$ cat config.mk
export PLATFORM = sky130hd
export DESIGN_NAME = xcvr_latched_top
export DESIGN_NICKNAME = d
export VERILOG_FILES = /design/src/rtl/xcvr_pkg.sv /design/src/rtl/xcvr_keeper.sv /design/src/rtl/xcvr_dir.sv /design/src/rtl/xcvr_latched_top.sv
export SDC_FILE = /design/constraint.sdc
export NUM_CORES = 1
export LEC_CHECK = 0
export BUFFER_PORTS_ARGS = -buffer_cell sky130_fd_sc_hd__buf_2
export CAP_MARGIN = 20
export CORE_ASPECT_RATIO = 0.9
export CORE_MARGIN = 2
export CORE_UTILIZATION = 38
export DETAILED_ROUTE_END_ITERATION = 10
export GPL_ROUTABILITY_DRIVEN = 0
export PLACE_DENSITY = 0.63
export SLEW_MARGIN = 5
export SYNTH_ARGS = -nofsm -noshare
export SYNTH_HDL_FRONTEND = slang
export SYNTH_SLANG_ARGS = --single-unit
$ cat constraint.sdc
create_clock -name clk -period 1.41 [get_ports clk]
set_input_delay 0 -clock clk [delete_from_list [all_inputs] [get_ports clk]]
set_output_delay 0 -clock clk [all_outputs]
set_load 0.02 [all_outputs]
$ cat src/rtl/xcvr_pkg.sv
package xcvr_pkg;

    typedef enum logic [1:0] {
        KEEP_HOLD = 2'd0,
        KEEP_EXT  = 2'd1,
        KEEP_INT  = 2'd2
    } keep_src_e;

    function automatic keep_src_e keep_pick(input logic ext_en, input logic int_en);
        if (ext_en)      return KEEP_EXT;
        else if (int_en) return KEEP_INT;
        else             return KEEP_HOLD;
    endfunction

endpackage

$ cat src/rtl/xcvr_keeper.sv
module xcvr_keeper
    import xcvr_pkg::*;
#(
    parameter int W = 8
) (
    input  logic         clk,
    input  logic         rst_n,
    input  logic [W-1:0] ext_data,
    input  logic         ext_en,
    input  logic [W-1:0] int_data,
    input  logic         int_en,
    output logic [W-1:0] view
);

    typedef struct packed {
        logic [W-1:0] held;
    } keep_state_t;

    keep_state_t st_d, st_q;
    keep_src_e   src;

    always_comb begin
        st_d = st_q;
        src  = keep_pick(ext_en, int_en);
        case (src)
            KEEP_EXT: st_d.held = ext_data;
            KEEP_INT: st_d.held = int_data;
            default:  st_d.held = st_q.held;
        endcase
        view = ext_en ? ext_data : st_q.held;
    end

    always_ff @(posedge clk or negedge rst_n) begin
        if (!rst_n) st_q <= '0;
        else        st_q <= st_d;
    end

    AST_KEEP_IDLE_HOLD: assert property (@(posedge clk) disable iff (!rst_n)
        (!ext_en && !int_en) |=> $stable(st_q.held));

    AST_KEEP_TAKES_EXT: assert property (@(posedge clk) disable iff (!rst_n)
        ext_en |=> (st_q.held == $past(ext_data)));

    AST_KEEP_TAKES_OWN: assert property (@(posedge clk) disable iff (!rst_n)
        (!ext_en && int_en) |=> (st_q.held == $past(int_data)));

endmodule

$ cat src/rtl/xcvr_dir.sv
module xcvr_dir #(
    parameter int W = 8
) (
    input  logic         clk,
    input  logic         rst_n,
    input  logic         ce_n,
    input  logic         le_n,
    input  logic         oe_n,
    input  logic [W-1:0] din,
    output logic [W-1:0] dout,
    output logic         drive
);

    typedef struct packed {
        logic [W-1:0] stored;
    } dir_state_t;

    dir_state_t st_d, st_q;
    logic       open_gate;

    always_comb begin
        st_d      = st_q;
        open_gate = !ce_n && !le_n;
        if (open_gate) st_d.stored = din;
        dout  = open_gate ? din : st_q.stored;
        drive = rst_n && !ce_n && !oe_n;
    end

    always_ff @(posedge clk or negedge rst_n) begin
        if (!rst_n) st_q <= '0;
        else        st_q <= st_d;
    end

    AST_DESELECT_HOLDS: assert property (@(posedge clk) disable iff (!rst_n)
        ce_n |=> $stable(st_q.stored));

    AST_STORE_MODE_HOLDS: assert property (@(posedge clk) disable iff (!rst_n)
        le_n |=> $stable(st_q.stored));

    AST_OPEN_LOADS: assert property (@(posedge clk) disable iff (!rst_n)
        (!ce_n && !le_n) |=> (st_q.stored == $past(din)));

    AST_DRIVE_NEEDS_SELECT: assert property (@(posedge clk) disable iff (!rst_n)
        drive |-> (!ce_n && !oe_n));

endmodule

$ cat src/rtl/xcvr_latched_top.sv
module xcvr_latched_top #(
    parameter int W = 8
) (
    input  logic         clk,
    input  logic         rst_n,
    input  logic [W-1:0] a_in,
    input  logic         a_ext_en,
    input  logic [W-1:0] b_in,
    input  logic         b_ext_en,
    input  logic         ce_ab_n,
    input  logic         le_ab_n,
    input  logic         oe_ab_n,
    input  logic         ce_ba_n,
    input  logic         le_ba_n,
    input  logic         oe_ba_n,
    output logic [W-1:0] a_out,
    output logic         a_oe,
    output logic [W-1:0] b_out,
    output logic         b_oe
);

    logic [W-1:0] a_view, b_view;

    xcvr_keeper #(.W(W)) u_keep_a (
        .clk(clk), .rst_n(rst_n),
        .ext_data(a_in), .ext_en(a_ext_en),
        .int_data(a_out), .int_en(a_oe),
        .view(a_view)
    );

    xcvr_keeper #(.W(W)) u_keep_b (
        .clk(clk), .rst_n(rst_n),
        .ext_data(b_in), .ext_en(b_ext_en),
        .int_data(b_out), .int_en(b_oe),
        .view(b_view)
    );

    xcvr_dir #(.W(W)) u_ab (
        .clk(clk), .rst_n(rst_n),
        .ce_n(ce_ab_n), .le_n(le_ab_n), .oe_n(oe_ab_n),
        .din(a_view), .dout(b_out), .drive(b_oe)
    );

    xcvr_dir #(.W(W)) u_ba (
        .clk(clk), .rst_n(rst_n),
        .ce_n(ce_ba_n), .le_n(le_ba_n), .oe_n(oe_ba_n),
        .din(b_view), .dout(a_out), .drive(a_oe)
    );

    always_comb begin
        if (!rst_n) begin
            AST_QUIET_IN_RESET: assert (!a_oe && !b_oe);
        end
    end

    AST_BA_UNTOUCHED_BY_AB: assert property (@(posedge clk) disable iff (!rst_n)
        (ce_ba_n && !ce_ab_n) |=> $stable(u_ba.st_q.stored));

endmodule

==> impl_metrics.yaml, run 1 <==
power_and_ir_drop:
  power.internal_mw: 1.68
  ir_worst_vdd_mv: 0.583
  p_leak_nw: 0.893
  p_switching_mw: 0.731
  clock_power_share_pct: 30.3
  swShare_pct: 30.3
  power_density_nw_per_um2: 1140
  pwr-share-seq_pct: 44.3
  combPwrFrac_pct: 25.5
final_layout:
  area_delta_synth_final_pct: 14.8
  stdcell_area_um2: 2120
  post_route_cells_drive_above_1_share_pct: 42.4
  final_util_pct: 44.5
  antenna_cells: 0
  fillers: 461
  finalNonFillerCells: 270
  nets: 230
clock_network:
  cts_setup_buffers: 0
  h-tree-depth: 2
  cts_sinks: 32
  clock_path_buffers: 2
  cts_buffers: 5
  cts_root_buf: "clkbuf_8"
  clkLatencyLatePin_ns: 0.28
  cts_tree: "yes"
  clk_pin_slew_worst_paths_ns: 0.07
route:
  first_pass_iters: 4
  wl_met2_mm: 1.90
  wl_per_cell_um: 15.8
  dr_total_vias: 1347
  routed.top_layer: "met4"
  wl_met3_um: 158
  viasPerCell: 4.99
  route.detailed.drc: 0
  ant_nets: 0
  drt_wl_total_mm: 4.25
  wl_met1_mm: 2.12
  drt_iter0_markers: 80
synthesis:
  ys_ff_latch: 32
  syn_area_per_cell_um2: 11.1
  ys_types: 16
  syn-cell-area_um2: 1850
  synth_nets: 192
  syn-instance-count: 166
  yosysSeqAreaShare_pct: 43.3
  yosysWarningCount: 0
die:
  die-height_um: 70.2
  die_area_um2: 5440
  die_width_um: 77.6
  pin_count: 44
  rows: 24
  core_um2: 4770
  initial_core_util_pct: 38.8
placement:
  dp_cells: 261
  portBuffers: 43
  dpl.hpwl_mm: 3.15
  place_area_um2: 2020
  detailedPlace.worstSlack_ns: 0.124
worst_hold_path:
  hp-class: "primary input to flop"
sta:
  finalSetupTns_ns: 0
  relSlewSlack_pct: 67.1
  finalSetupViolCount: 0
  final_hold_viol_count: 0
  timing.final.ws_setup_ns: 0.0991
  fin_worst_skew_ns: 0.00356
  worst_pin_slew_ns: 0.494
  finalCritPeriodShare_pct: 93.0
  finalMaxSlewViolations: 0
  clock.fmax_ghz: 0.763
  post-route-min-period_ns: 1.31
  rsz0062_at_grt: "no"
critical_path:
  cp-start-kind: "flop"
  worstSetupPathType: "flop to output pin"
  end_kind: "output pin"
  crit_required_ns: 1.41
  arrival_ns: 1.31
  crit_fanout: 2
grt:
  grt_pass1_vias: 1320
  antenna_found_initial: 0
  grt_pass1_wl_mm: 6.77
  grt_overflow: 0
  grt_max_degree: 27
  track_usage_pct: 16.5
run:
  maxCapViolCount: 0
run_status:
  status: "complete, no violations"
[critical path: stages (launching register included)]
cell	delay [ns]
dfrtp_1	0.39
mux2_2	0.28
o21a_1	0.20
buf_2	0.16
[placed cells by master, fill, tap and decap left out]
master	count
mux2_2	16
o211ai_1	16
a21oi_1	32
clkinv_8	2
or2_1	2
or3b_1	2
clkbuf_8	6
dlygate4sd3_1	1
o21a_1	16
clkinv_2	2
dfrtp_1	32
buf_2	43
o21bai_1	16
and2b_1	1
and2b_2	15
buf_4	3
[per-layer routing]
layer / up-vias / track usage, %
met5: - / 0
met4: 0 / 6.35
met3: 7 / 3.75
met2: 30 / 25.0
met1: 628 / 22.9
li1: 682 / -
[sequential cells by signal, summed over array words and instances, names as in the netlist]
signal / flops
u_ab.st_q: 8
u_ba.st_q: 8
u_keep_a.st_q: 8
u_keep_b.st_q: 8
[power by group through the flow]
| stage | clock [mW] | combinational [mW] | sequential [mW] |
|---|---|---|---|
| 3_5_place_dp | 0 | 0.617 | 1.09 |
| 4_1_cts | 0.752 | 0.622 | 1.07 |
| 2_1_floorplan | 0 | 0.451 | 1.08 |
| 6_report | 0.731 | 0.614 | 1.07 |
| 5_1_grt | 0.780 | 0.672 | 1.08 |
| 3_3_place_gp | 0 | 0.616 | 1.09 |
[cell usage after synthesis (all sizes together)]
library cell  number  area, um^2
dfrtp             32         801
a21oi             32         160
or3b               2        17.5
o21a              16         120
clkbuf             5        51.3
o21bai            16         120
clkinv             2        32.5
o211ai            16         120
buf               11        96.3
and2b             16         139
or2                2        12.5
mux2              16         180
[cell families (layout without fill, tap and decap cells)]
family / after synthesis / in the layout / share of synthesized area [%]
AND/OR/NAND/NOR: 20 / 20 / 9.13
multiplexers: 16 / 16 / 9.74
AO/OA/AOI/OAI: 80 / 80 / 28.1
flip-flops: 32 / 32 / 43.3
buffers and inverters: 18 / 57 / 9.74
[stage by stage]
| stage | total power [mW] | hold slack [ns] |
|---|---|---|
| after global routing | 2.53 | 0.0842 |
| after CTS | 2.44 | 0.0711 |
| after detailed placement | 1.70 | -0.00407 |
| after floorplan | 1.53 | -0.296 |
| after global placement | 1.70 | -0.00238 |
| final | 2.41 | 0.0752 |
[area by class of cell]
cell class	count	area [um^2]	share of cell area [%]
Clock buffer	6	82.6	3.89
Tap cell	65	81.3	3.83
Clock inverter	2	10.0	0.471
Multi-Input combinational cell	116	870	40.9
Inverter	2	32.5	1.53
Timing Repair Buffer	47	248	11.7
Sequential cell	32	801	37.7
[final timing paths]
| check | from | end | slack, ns | depth (start not counted) |
|---|---|---|---|---|
| max in group asynchronous | rst_n | u_ba.st_q[1]$_DFF_PN0_ | 0.74 | 3 |
| hold / removal | a_in[0] | u_keep_a.st_q[0]$_DFFE_PN0P_ | 0.08 | 3 |
| min in group asynchronous | rst_n | u_ab.st_q[5]$_DFF_PN0_ | 0.29 | 3 |
| setup reg to reg | u_keep_b.st_q[3]$_DFFE_PN0P_ | u_keep_a.st_q[3]$_DFFE_PN0P_ | 0.28 | 3 |
| hold reg to reg | u_keep_b.st_q[2]$_DFFE_PN0P_ | u_keep_b.st_q[2]$_DFFE_PN0P_ | 0.57 | 2 |
| setup / recovery | u_keep_a.st_q[5]$_DFFE_PN0P_ | b_out[5] | 0.1 | 3 |
[repair_timing]
action	in CTS	in global routing
hold endpoints to repair	32	0
hold buffers	1	0
gates resized for setup	0	0
No activity file was read; power rests on OpenSTA's default activity.
==> run 2, diff against run 1 <==
- CORE_UTILIZATION: 38 -> 55
- PLACE_DENSITY: 0.63 -> 0.85
==> run 2 against run 1 <==
  * First-iteration DRC count increased by 56%
  * Sequential share of layout area grew 0.70 points
  * Non-clock buffer count down 1
  * Flip-flop and latch count unchanged
  * Worst hold slack worse by 0.0031 ns
  * Global-route usage up 8.1 points
  * Via count increased by 9.8%
  * Combinational power grew 0.7%
  * Critical endpoint unchanged
  * Largest cell class unchanged
==> impl_metrics.yaml, run 2 (synthesis results as in run 1) <==
sta:
  finalMaxSlewViolations: 0
  finalCritPeriodShare_pct: 94.0
  finalSetupViolCount: 0
  finalSetupTns_ns: 0
  worst_pin_slew_ns: 0.528
  relSlewSlack_pct: 64.8
  rsz0062_at_grt: "no"
  fin_worst_skew_ns: 0.00467
  clock.fmax_ghz: 0.754
  final_hold_viol_count: 0
  timing.final.ws_setup_ns: 0.0842
  post-route-min-period_ns: 1.33
critical_path:
  worstSetupPathType: "flop to output pin"
  cp-start-kind: "flop"
  critPathLaunch: "u_keep_a.st_q[5]$_DFFE_PN0P_"
  rr_worst_depth: 3
  crit_buf_inv: 1
  r2r_setup_slack_ns: 0.29
  cp_top_family: "flip-flops"
  crit_required_ns: 1.41
  path_depth: 3
  timing.rr.start: "u_keep_b.st_q[4]$_DFFE_PN0P_"
  crit_fanout: 2
  arrival_ns: 1.33
  slowest_stage: "dfrtp_1"
  cpPeakStageDelay_ns: 0.38
  end_kind: "output pin"
  crit_chain: "mux2_2, o21a_1, buf_2"
route:
  wl_per_cell_um: 17.6
  drt_wl_total_mm: 4.33
  dr_total_vias: 1479
  drt_iter0_markers: 125
  ant_nets: 0
  route.detailed.drc: 0
  viasPerCell: 6.01
  first_pass_iters: 4
grt:
  use_met3_pct: 7.03
  met1_usage_pct: 32.2
  top_usage_layer: "met2"
  grt_pass1_wl_mm: 6.81
  track_usage_pct: 24.6
  antenna_found_initial: 0
  grt_max_degree: 30
  grt_overflow: 0
  use_met2_pct: 38.0
  grt_pass1_vias: 1366
die:
  rows: 19
  die_width_um: 65.1
  pin_count: 44
  die-height_um: 59.0
  core_um2: 3140
  die_area_um2: 3850
  initial_core_util_pct: 59.0
worst_hold_path:
  holdPathStages: 3
  min_from: "a_in[7]"
  hp-class: "primary input to flop"
final_layout:
  layout_commonest_cell: "buf_2"
  post_route_cells_drive_above_1_share_pct: 41.2
  multi_input_area_um2: 870
  fillers: 268
  seq_area_um2: 801
  layout_common_cells: "43 x buf_2, 32 x a21oi_1, 32 x dfrtp_1"
  area_delta_synth_final_pct: 12.7
  antenna_cells: 0
  nets: 229
clock_network:
  cts_sinks: 32
  h-tree-depth: 2
  cts_buffers: 5
  cts_setup_buffers: 0
  ctsResizeCount: 0
  clock_path_buffers: 2
  cts_root_buf: "clkbuf_8"
  cts_tree: "yes"
  clkLatencyLatePin_ns: 0.29
  clk_pin_slew_worst_paths_ns: 0.07
placement:
  detailedPlace.worstSlack_ns: 0.137
  portBuffers: 43
  dpl.hpwl_mm: 3.17
power_and_ir_drop:
  p_leak_nw: 0.883
  power_density_nw_per_um2: 1160
  ir_worst_vdd_mv: 0.773
  power_mw: 2.42
run:
  maxCapViolCount: 0
run_status:
  status: "complete, no violations"
## run 2: changes by cell type in the layout (fill, tap and decap cells not counted), sizes merged
cell    delta
clkbuf     +2
clkinv     -2
buf        -1
## run 2: per-stage QoR
stage / std cells / hold WS [ns] / area [um^2] / util [%]
after floorplan: 166 / -0.296 / 1850 / -
after CTS: 246 / 0.0642 / 2090 / 66.5
after global placement: 237 / -0.173 / 1990 / 63.3
final: 246 / 0.0721 / 2090 / 66.5
after detailed placement: 237 / -0.171 / 1990 / 63.3
after global routing: 246 / 0.0721 / 2090 / 66.5
## run 2: routing by layer
layer / part of all wire (%) / vias to the layer above
met5: 0 / -
met3: 7.4 / 10
met2: 47 / 73
met4: 2.4 / 0
li1: - / 680
met1: 43 / 716
## run 2: tightest hold or removal path, delay by kind of cell
kind | cells | cell delay, ns
AO/OA/AOI/OAI | 1 | 0.03
buffers and inverters | 1 | 0.11
AND/OR/NAND/NOR | 1 | 0.18
## run 2: final cells by class
class	instances	share of cell area, %
Multi-Input combinational cell	116	41.7
Sequential cell	32	38.4
Timing Repair Buffer	46	11.5
Clock buffer	8	4.32
Tap cell	42	2.52
Inverter	2	1.56
## run 2: worst paths after layout
kind,to
setup / recovery,b_out[5]
hold / removal,u_keep_a.st_q[7]$_DFFE_PN0P_
setup reg to reg,u_keep_a.st_q[4]$_DFFE_PN0P_
hold reg to reg,u_keep_b.st_q[2]$_DFFE_PN0P_
max in group asynchronous,u_ba.st_q[3]$_DFF_PN0_
min in group asynchronous,u_ab.st_q[5]$_DFF_PN0_
## run 2: repair_timing
action	CTS	global route
hold buffers	1	0
setup endpoints to repair	0	0
hold endpoints to repair	32	0
## run 2: report_power, final
part | switching [mW] | internal [mW]
clock | 0.328 | 0.398
combinational | 0.358 | 0.260
sequential | 0.0444 | 1.03
total | 0.731 | 1.69
